[config.mk]
export PLATFORM = sky130hd
export DESIGN_NAME = spi_regif_slave
export DESIGN_NICKNAME = d
export VERILOG_FILES = /design/src/rtl/spi_regif_pkg.sv /design/src/rtl/spi_pin_sync.sv /design/src/rtl/spi_reg_bank.sv /design/src/rtl/spi_regif_slave.sv
export SDC_FILE = /design/constraint.sdc
export NUM_CORES = 1
export LEC_CHECK = 0
export BUFFER_PORTS_ARGS = -buffer_cell sky130_fd_sc_hd__buf_2
export CORE_AREA = 2 2 283 285
export DETAILED_ROUTE_END_ITERATION = 8
export DIE_AREA = 0 0 285 287
export PLACE_DENSITY_LB_ADDON = 0.3
export SLEW_MARGIN = 20
export SYNTH_ARGS = -nofsm -noshare
export SYNTH_HDL_FRONTEND = slang
export SYNTH_HIERARCHICAL = 1
export SYNTH_SLANG_ARGS = --single-unit
export TNS_END_PERCENT = 100
[constraint.sdc]
create_clock -name clk -period 5.7 [get_ports clk]
set_clock_uncertainty 0.15 [all_clocks]
set_input_delay 0.285 -clock clk [delete_from_list [all_inputs] [get_ports clk]]
set_output_delay 0.285 -clock clk [all_outputs]
set_load 0.05 [all_outputs]
[src/rtl/spi_regif_pkg.sv]
`timescale 1ns/1ps
package spi_regif_pkg;
    typedef enum logic [1:0] {
        ST_IDLE,
        ST_ADDR,
        ST_WRITE,
        ST_READ
    } xfer_state_t;

    localparam logic [6:0] A_EXT_LAST = 7'h0E;
    localparam logic [6:0] A_CTRL     = 7'h0F;
    localparam logic [6:0] A_STAT     = 7'h10;
    localparam logic [6:0] A_CHRG     = 7'h11;
    localparam int         WP_BIT     = 6;
    localparam logic [7:0] CTRL_KEEP  = 8'hC7;
    localparam logic [7:0] STAT_KEEP  = 8'h03;
endpackage

[src/rtl/spi_pin_sync.sv]
`timescale 1ns/1ps
module spi_pin_sync #(
    parameter int STAGES = 2
) (
    input  logic clk,
    input  logic rst_n,
    input  logic pin_sck,
    input  logic pin_cs,
    input  logic pin_mosi,
    output logic cs_s,
    output logic mosi_s,
    output logic sck_rise,
    output logic sck_fall
);
    // bit 2 = sck, bit 1 = cs, bit 0 = mosi
    logic [STAGES-1:0][2:0] stg;
    logic                   sck_d;

    always_ff @(posedge clk or negedge rst_n) begin
        if (!rst_n) begin
            stg   <= '0;
            sck_d <= 1'b0;
        end else begin
            stg[0] <= {pin_sck, pin_cs, pin_mosi};
            for (int i = 1; i < STAGES; i++) begin
                stg[i] <= stg[i-1];
            end
            sck_d <= stg[STAGES-1][2];
        end
    end

    always_comb begin
        cs_s     = stg[STAGES-1][1];
        mosi_s   = stg[STAGES-1][0];
        sck_rise = stg[STAGES-1][2] & ~sck_d;
        sck_fall = ~stg[STAGES-1][2] & sck_d;
    end
endmodule

[src/rtl/spi_reg_bank.sv]
`timescale 1ns/1ps
module spi_reg_bank
    import spi_regif_pkg::*;
#(
    parameter int         RAM_BASE  = 32,
    parameter int         RAM_DEPTH = 96,
    parameter logic [7:0] CTRL_RST  = 8'h00,
    parameter logic [7:0] CHRG_RST  = 8'h00
) (
    input  logic       clk,
    input  logic       rst_n,
    input  logic [6:0] acc_addr,
    input  logic       wr_fire,
    input  logic [7:0] wr_data,
    input  logic [7:0] ext_rdata,
    output logic [7:0] rd_data,
    output logic       ext_wr_en,
    output logic [7:0] ctrl_q,
    output logic [7:0] chrg_q
);
    localparam int RAM_AW = $clog2(RAM_DEPTH);

    logic [7:0]        ram [RAM_DEPTH];
    int unsigned       addr_i;
    logic              in_ram, in_ext, is_ctrl, is_chrg, is_stat, wr_ok;
    logic [RAM_AW-1:0] ram_idx;

    always_comb begin
        addr_i  = int'(acc_addr);
        in_ram  = (addr_i >= RAM_BASE) && (addr_i < RAM_BASE + RAM_DEPTH);
        ram_idx = RAM_AW'(addr_i - RAM_BASE);
        is_ctrl = (acc_addr == A_CTRL);
        is_chrg = (acc_addr == A_CHRG);
        is_stat = (acc_addr == A_STAT);
        in_ext  = (acc_addr <= A_EXT_LAST) || is_stat;
        // lock bit gates everything but the register that holds it
        wr_ok     = wr_fire && (!ctrl_q[WP_BIT] || is_ctrl);
        ext_wr_en = wr_ok && in_ext;
    end

    always_ff @(posedge clk or negedge rst_n) begin
        if (!rst_n) begin
            ctrl_q <= CTRL_RST & CTRL_KEEP;
            chrg_q <= CHRG_RST;
        end else if (wr_ok) begin
            if (is_ctrl) ctrl_q <= wr_data & CTRL_KEEP;
            if (is_chrg) chrg_q <= wr_data;
        end
    end

    always_ff @(posedge clk or negedge rst_n) begin
        if (!rst_n) begin
            for (int i = 0; i < RAM_DEPTH; i++) ram[i] <= 8'h00;
        end else if (wr_ok && in_ram) begin
            ram[ram_idx] <= wr_data;
        end
    end

    always_comb begin
        if (in_ram)       rd_data = ram[ram_idx];
        else if (is_ctrl) rd_data = ctrl_q;
        else if (is_chrg) rd_data = chrg_q;
        else if (is_stat) rd_data = ext_rdata & STAT_KEEP;
        else if (in_ext)  rd_data = ext_rdata;
        else              rd_data = 8'h00;
    end
endmodule

[src/rtl/spi_regif_slave.sv]
`timescale 1ns/1ps
module spi_regif_slave
    import spi_regif_pkg::*;
#(
    parameter int         SYNC_STAGES = 2,
    parameter int         RAM_BASE    = 32,
    parameter int         RAM_DEPTH   = 96,
    parameter logic [7:0] CTRL_RST    = 8'h00,
    parameter logic [7:0] CHRG_RST    = 8'h00
) (
    input  logic       clk,
    input  logic       rst_n,
    input  logic       spi_sck,
    input  logic       spi_cs,
    input  logic       spi_mosi,
    output logic       spi_miso,
    output logic       spi_miso_oe,
    output logic [6:0] ext_addr,
    output logic       ext_wr_en,
    output logic [7:0] ext_wdata,
    input  logic [7:0] ext_rdata,
    output logic [7:0] ctrl_o,
    output logic [7:0] charger_o
);
    localparam logic [6:0] RAM_FIRST_A = 7'(RAM_BASE);
    localparam logic [6:0] RAM_LAST_A  = 7'(RAM_BASE + RAM_DEPTH - 1);

    xfer_state_t state, state_nx;
    logic        cs_s, mosi_s, sck_rise, sck_fall;
    logic [2:0]  bit_cnt;
    logic [6:0]  rx_sh;
    logic [7:0]  rx_byte, tx_sh, rd_data;
    logic [6:0]  ptr;
    logic        miso_q, ld_pend, byte_done, wr_fire;

    function automatic logic [6:0] step_addr(input logic [6:0] a);
        return (a == RAM_LAST_A) ? RAM_FIRST_A : a + 7'd1;
    endfunction

    spi_pin_sync #(.STAGES(SYNC_STAGES)) u_sync (
        .clk      (clk),
        .rst_n    (rst_n),
        .pin_sck  (spi_sck),
        .pin_cs   (spi_cs),
        .pin_mosi (spi_mosi),
        .cs_s     (cs_s),
        .mosi_s   (mosi_s),
        .sck_rise (sck_rise),
        .sck_fall (sck_fall)
    );

    spi_reg_bank #(
        .RAM_BASE  (RAM_BASE),
        .RAM_DEPTH (RAM_DEPTH),
        .CTRL_RST  (CTRL_RST),
        .CHRG_RST  (CHRG_RST)
    ) u_bank (
        .clk       (clk),
        .rst_n     (rst_n),
        .acc_addr  (ptr),
        .wr_fire   (wr_fire),
        .wr_data   (rx_byte),
        .ext_rdata (ext_rdata),
        .rd_data   (rd_data),
        .ext_wr_en (ext_wr_en),
        .ctrl_q    (ctrl_o),
        .chrg_q    (charger_o)
    );

    assign rx_byte   = {rx_sh, mosi_s};
    assign byte_done = sck_fall && (state != ST_IDLE) && (bit_cnt == 3'd7);

    // state register
    always_ff @(posedge clk or negedge rst_n) begin
        if (!rst_n) state <= ST_IDLE;
        else        state <= state_nx;
    end

    // transitions
    always_comb begin
        state_nx = state;
        unique case (state)
            ST_IDLE:  if (cs_s) state_nx = ST_ADDR;
            ST_ADDR: begin
                if (!cs_s)          state_nx = ST_IDLE;
                else if (byte_done) state_nx = rx_byte[7] ? ST_WRITE : ST_READ;
            end
            ST_WRITE: if (!cs_s) state_nx = ST_IDLE;
            ST_READ:  if (!cs_s) state_nx = ST_IDLE;
            default:  state_nx = ST_IDLE;
        endcase
    end

    // outputs
    always_comb begin
        spi_miso_oe = (state != ST_IDLE);
        spi_miso    = miso_q;
        wr_fire     = byte_done && (state == ST_WRITE);
        ext_addr    = ptr;
        ext_wdata   = rx_byte;
    end

    // shifters and pointer
    always_ff @(posedge clk or negedge rst_n) begin
        if (!rst_n) begin
            bit_cnt <= 3'd0;
            rx_sh   <= 7'd0;
            tx_sh   <= 8'd0;
            ptr     <= 7'd0;
            miso_q  <= 1'b0;
            ld_pend <= 1'b0;
        end else if (!cs_s || state == ST_IDLE) begin
            bit_cnt <= 3'd0;
            miso_q  <= 1'b0;
            ld_pend <= 1'b0;
        end else begin
            if (sck_fall) begin
                rx_sh   <= rx_byte[6:0];
                bit_cnt <= bit_cnt + 3'd1;
                if (bit_cnt == 3'd7) begin
                    unique case (state)
                        ST_ADDR: begin
                            ptr     <= rx_byte[6:0];
                            ld_pend <= ~rx_byte[7];
                        end
                        ST_WRITE: ptr <= step_addr(ptr);
                        ST_READ: begin
                            ptr     <= step_addr(ptr);
                            ld_pend <= 1'b1;
                        end
                        default: ;
                    endcase
                end
            end
            if (ld_pend) begin
                tx_sh   <= rd_data;
                ld_pend <= 1'b0;
            end else if (sck_rise && state == ST_READ) begin
                miso_q <= tx_sh[7];
                tx_sh  <= {tx_sh[6:0], 1'b0};
            end
        end
    end
endmodule

## Word level (Yosys, flattened, before mapping)

Index checks and enable logic that the tools add are counted.

| word-level totals | value |
|---|---|
| logic and storage cells | 192 |
| input port bits | 13 |
| output and inout port bits | 34 |
| bits in registers | 817 |

| operators by class | value |
|---|---|
| order comparisons | 4 |
| add/subtract/negate cells | 3 |
| reductions and logical operators | 27 |
| mux-type cells | 31 |
| equal/unequal tests | 12 |
| bitwise operators | 7 |

Operators by type and width:

| kind | count |
|---|---|
| $bwmux 768 | 1 |
| $mux 8 | 10 |
| $bmux 8 s7 | 1 |
| $demux 8 s7 | 1 |
| $eq 7x5->1 const B | 2 |
| $pmux 7 s2 | 1 |
| $reduce_and 2->1 | 5 |
| $reduce_bool 2->1 | 5 |
| $ge 8x8->1 const B | 1 |
| $logic_and 1x1->1 | 8 |
| $lt 8x1->1 const B | 1 |
| $mux 1 | 8 |
| $mux 2 | 4 |
| $not 7->8 | 1 |
| $add 7x1->7 const B | 1 |
| $eq 7x4->1 const B | 1 |
| $eq 7x7->1 const B | 1 |
| $ge 7x6->1 const B | 1 |
| $le 7x4->1 const B | 1 |
| $mux 7 | 1 |
| $sub 7x6->7 const B | 1 |
| $mux 3 | 2 |
| $pmux 2 s3 | 1 |
| $eq 2x2->1 const B | 2 |
| 15 further kinds | 23 |

## Longest topological paths before layout

| depth | value |
|---|---|
| word-level depth | 8 |
| depth in mapped cells | 13 |
| depth with buffers taken out | 10 |

## By module

Netlist, hierarchy kept.

Modules (own cells, without submodules):

| module | sequential area each (sq um) | area each (sq um) | instances | cells an instance |
|---|---|---|---|---|
| spi_reg_bank | 19543.7 | 36640.1 | 1 | 2545 |
| spi_regif_slave | 725.7 | 1441.4 | 1 | 134 |
| spi_pin_sync | 175.2 | 190.2 | 1 | 9 |

## Worst setup path after synthesis

OpenSTA, ideal clock, no wires.

| timing | value |
|---|---|
| path type | reg2reg |
| start | register ptr[0], in the netlist ext_addr[0] |
| end | register tx_sh[5] |
| period minus slack after synthesis | 3.342 ns |
| slack | 2.358 ns |
| arrival | 3.065 ns |
| buffers on the path | 4 |
| library setup time | 0.128 ns |
| cell stages (with the launch flop) | 12 |
| data required time | 5.422 ns |
| cell sequence | dfrtp_1 -> buf_2 -> buf_4 -> buf_2 -> buf_2 -> mux2i_1 -> o221ai_1 -> o21ai_0 -> or3b_2 -> a211o_1 -> mux2i_1 -> o21ai_0 |

| on the way | value |
|---|---|
| cells in the longest elaborated chain, start to end | 8 |
| elaborated cells on any way between the ends | 17 |
| those cells by class | add/sub: 1; order compare: 2; eq/ne: 3; mux: 9; bitwise: 1; reduce/logical: 1 |

RTL lines:

| item | line | RTL |
|---|---|---|
| from (decl) | spi_regif_slave.sv:33 | `logic [6:0] ptr;` |
| from (signal assigned) | spi_regif_slave.sv:123 | `ptr <= rx_byte[6:0];` |
| from (signal assigned) | spi_regif_slave.sv:126 | `ST_WRITE: ptr <= step_addr(ptr);` |
| from (signal assigned) | spi_regif_slave.sv:128 | `ptr <= step_addr(ptr);` |
| branches (longest 6 deep; another with $sub 7x6->7) | n/a |  |
| $mux 8 * | spi_reg_bank.sv:60 | `if (in_ram) rd_data = ram[ram_idx];` |
| net rd_data[5] | spi_regif_slave.sv:32 | `logic [7:0] rx_byte, tx_sh, rd_data;` |
| $mux 8 * | spi_regif_slave.sv:135 | `if (ld_pend) begin` |
| to (signal assigned) | spi_regif_slave.sv:136 | `tx_sh <= rd_data;` |
| to (signal assigned) | spi_regif_slave.sv:140 | `tx_sh <= {tx_sh[6:0], 1'b0};` |
| to (decl) | spi_regif_slave.sv:32 |  |

Mark *: on every way through the listed nets, which the timed path passes. The select of a mux whose other input is x is not followed.
A chain may end at the register's enable or synchronous reset.

## Worst setup path after layout

| timing | value |
|---|---|
| start | register state[1] |
| end | register u_bank/ram[548] (netlist bit) |

| on the way | value |
|---|---|
| cells in the longest elaborated chain, start to end | 6 |
| elaborated cells on any way between the ends | 7 |
| those cells by class | eq/ne: 1; reduce/logical: 6 |

RTL lines:

| item | line | RTL |
|---|---|---|
| from (decl) | spi_regif_slave.sv:28 | `xfer_state_t state, state_nx;` |
| from (signal assigned) | spi_regif_slave.sv:76 | `else state <= state_nx;` |
| $reduce_bool 2->1 | spi_regif_slave.sv:71 | `assign byte_done = sck_fall && (state != ST_IDLE) && (bit_cnt == 3'd7);` |
| $logic_and 1x1->1 (2 in a row) | spi_regif_slave.sv:71 |  |
| $logic_and 1x1->1 * | spi_regif_slave.sv:98 | `wr_fire = byte_done && (state == ST_WRITE);` |
| net wr_fire | spi_regif_slave.sv:34 | `logic miso_q, ld_pend, byte_done, wr_fire;` |
| $logic_and 1x1->1 * | spi_reg_bank.sv:37 | `wr_ok = wr_fire && (!ctrl_q[WP_BIT] \|\| is_ctrl);` |
| $logic_and 1x1->1 * | spi_reg_bank.sv:54 | `end else if (wr_ok && in_ram) begin` |
| to (signal, indexed assignment) | spi_reg_bank.sv:55 | `ram[ram_idx] <= wr_data;` |
| to (decl) | spi_reg_bank.sv:23 | `logic [7:0] ram [RAM_DEPTH];` |

The timed path passes the listed nets; every way through them passes the cells marked *.

==> summary.txt <==
Status
  – Outcome: complete, no violations

STA
  – Final setup violation count: 0
  – Achievable Freq: 232 MHz
  – Pins Over Slew Limit: 0
  – Final critical-path required period: 4310 ps
  – RSZ-0062 raised after global routing: no
  – Fin Setup TNS: 0 ps
  – Measured slew at the worst slew-check pin: 1210 ps
  – Endpoints failing hold: 0
  – Fin crit share: 0.756
  – Rel. slew slack: 0.193

Power
  – Switching pwr: 2960 uW
  – Clk pwr share: 0.459
  – Internal power: 9150 uW
  – Combinational share of power: 0.049
  – PD cells: 286 mW/mm^2
  – Power, Total: 12100 uW
  – Peak supply drop: 0.198 mV
  – Sw Share: 0.245
  – Proportion of power drawn by flip-flops and latches: 0.491
  – Leak: 0.0196 uW

Drt
  – Vias: 24072
  – DR pass1 iterations: 7
  – Post-route antenna net violation count: 0
  – Drt wl/cell: 28.5 um
  – 1st-iter DRT viols: 2585
  – DR vias/cell: 6.33
  – DRC: 0
  – Detailed Route WL: 108000 um

Floorplanning
  – Core Region: 0.0786 mm^2
  – Row count: 103
  – Initial Util: 0.487
  – Die W: 285 um
  – I/O pin count: 47
  – Height of the die: 287 um
  – DIE AREA: 0.0818 mm^2

Clock tree
  – CTS Buf Count: 85
  – Worst-Skew Late Latency: 640 ps
  – Htree depth: 3
  – Clock root cell: clkbuf_16
  – Clk buf depth: 3
  – CTS resizes: 0
  – TritonCTS clock tree: yes
  – Clk sinks: 817
  – Clk slew on worst S/H paths: 60 ps

Final layout
  – Filler cell count: 6415
  – Final nets: 2702
  – Reg area: 0.0205 mm^2
  – Layout cells sized above 1: 0.476
  – Multi-input logic area: 0.0169 mm^2
  – Area growth from synthesis to layout: 10.8%
  – Ant diodes: 0

Setup path
  – Reg2Reg Depth: 6
  – Crit Path Max Fanout: 19
  – Worst path depth: 6
  – Required time of the critical path: 6080 ps
  – R2R setup slack: 1390 ps
  – Worst Setup Path Type: reg -> reg
  – CP top delay family: simple AND/OR/NAND/NOR gates
  – RR Endpoint: u_bank/ram[548]
  – Worst path bufs/invs: 1
  – CP max-delay cell: nand3_2
  – Startpoint types: register
  – Arrival time worst endpoint: 4690 ps
  – CP cell instances: inv_1 > nor3_1 > nor3b_2 > nand3_2 > nor2_2 > mux2_2
  – Worst stage delay on the critical path: 740 ps
  – CP Capture Type: register
  – Reg2Reg Launch Point: state[1]

Synth
  – Synthesized area: 0.0383 mm^2
  – Synth area leader: dfrtp_1
  – Mapped Cells: 2688
  – Share of the synthesized area in the top cell type: 0.534
  – Most frequent cell after synthesis: dfrtp_1
  – Library cells used by synthesis: 81
  – Yosys warnings: 6
  – Synth area leaders: dfrtp_1, mux2_2, mux4_2, mux2i_1, clkbuf_1
  – Yosys reg bits: 817
  – List of most frequent post-synthesis cells: dfrtp_1, mux2_2, mux4_2
  – Average cell area after synthesis: 14.2 um^2
  – Synth async-reset ratio: 1.00
  – Post-synth top flop: dfrtp_1
  – Post-synthesis sequential area ratio: 0.534
  – Post-synth EDFFs: 0

Run
  – Max-Cap Viols: 0

Min path
  – Worst Hold Class: in -> reg
  – Worst min-delay path startpoint: spi_mosi
  – Worst Hold Depth: 2
  – Endpoint, Worst Hold: u_sync/stg[0]

Global routing
  – First-pass GRT wire length: 165000 um
  – GRT Total Usage: 0.268
  – Vias in the first global route: 25183
  – Congestion Overflow GR: 0
  – Largest net degree at the start of global routing: 180
  – Initial antenna violation count: 2

Placement
  – Final Wtd Congestion: 0.975
  – Port bufs: 43
  – Detailed-placement wirelength estimate: 69200 um
[state kept, by name, summed over array words and instances (netlist names)]
register and flops:
u_bank/ram 768, tx_sh 8, u_bank/chrg_q 8, ext_addr 7, rx_sh 7, u_bank/ctrl_q 5, u_sync/stg 4, bit_cnt 3
state 2, ld_pend 1, spi_miso 1, u_sync/cs_s 1, u_sync/mosi_s 1, u_sync/sck_d 1
[per-layer routing]
metal  global-route usage  wire length, um
met1                0.376            45900
met2                0.414            50000
met3               0.0543             8470
met4                0.103             3960
met5                    0               13
[layout by cell type, fill, tap and decap left out, types with 6 or more instances in the layout]
cell / instances
and3_1: 9
nor2_4: 26
mux2_1: 8
dfrtp_1: 804
o221ai_1: 31
mux2i_1: 71
clkbuf_1: 24
nor2_1: 29
dfrtp_4: 11
nand4_1: 6
o21ai_0: 48
ha_1: 8
buf_2: 42
nand2b_1: 18
nor2_2: 57
clkbuf_8: 25
a22oi_1: 12
nand2_1: 94
nand3_1: 42
o21a_1: 6
inv_1: 9
or3b_2: 6
mux4_2: 127
buf_4: 49
a31o_2: 8
and2_1: 6
o22ai_1: 12
a31oi_1: 9
clkinv_2: 12
nor2b_1: 11
a211oi_1: 8
buf_12: 8
o2bb2ai_1: 6
a222oi_1: 12
a21o_1: 6
clkbuf_16: 88
a21oi_1: 84
mux2_2: 815
[area by class of cell]
cell class	instances	share of cell area
Clock buffer	137	0.0622
Clock inverter	21	0.00440
Inverter	10	0.000885
Multi-Input combinational cell	1662	0.399
Sequential cell	817	0.483
Tap cell	1050	0.0310
Timing Repair Buffer	105	0.0190
[worst reg2reg max path, cell delays in order (launching register included)]
cell and delay [ps]:
dfrtp_1 710, inv_1 230, nor3_1 640, nor3b_2 690, nand3_2 740, nor2_2 650
mux2_2 400
[how the worst max path moves through the flow]
| stage | slack (ps) | startpoint | endpoint |
|---|---|---|---|
| after floorplan | 2360 | ext_addr[0] | tx_sh[5] |
| after global placement | 1220 | ext_addr[5] | u_bank/ram[419] |
| after detailed placement | 1530 | ext_addr[5] | u_bank/ram[730] |
| after CTS | 1490 | ext_addr[5] | u_bank/ram[90] |
| after global routing | 1150 | state[1] | u_bank/ram[95] |
| final | 1390 | state[1] | u_bank/ram[548] |
[timing repair]
| item | CTS | global route |
|---|---|---|
| buffers inserted | 0 | 0 |
| endpoints found under the hold margin | 102 | 0 |
| hold buffers | 4 | 0 |
[power by group through the flow]
stage	registers [uW]	clock network, uW	logic [uW]
floorplan	5990	0	278
global placement	6050	0	579
detailed placement	6060	0	595
CTS	5950	5660	599
global route	5950	5930	644
finish	5950	5570	599
[per-stage QoR]
| step | hold slack, ps | area (um^2) | setup WS, ps | utilization | cells |
|---|---|---|---|---|---|
| detailed placement | 192 | 39500 | 1530 | 0.503 | 3639 |
| global route | 153 | 42400 | 1150 | 0.539 | 3802 |
| finish | 154 | 42400 | 1390 | 0.539 | 3802 |
| global placement | 194 | 39500 | 1220 | 0.502 | 3639 |
| floorplan | -161 | 38300 | 2360 | - | 2690 |
| CTS | 126 | 42400 | 1490 | 0.539 | 3801 |
[cell families (layout without fill, tap and decap cells)]
kind of cell	Yosys count	count (layout)	synth area share
other	1	3	0.0000980
XOR/XNOR	1	1	0.000229
flip-flops	817	817	0.534
AO/OA/AOI/OAI	284	284	0.0507
AND/OR/NAND/NOR	345	345	0.0523
multiplexers	1021	1021	0.335
buffers and inverters	211	273	0.0244
adder cells (fa/ha/maj)	8	8	0.00262
(Power assumes the default switching activity.)
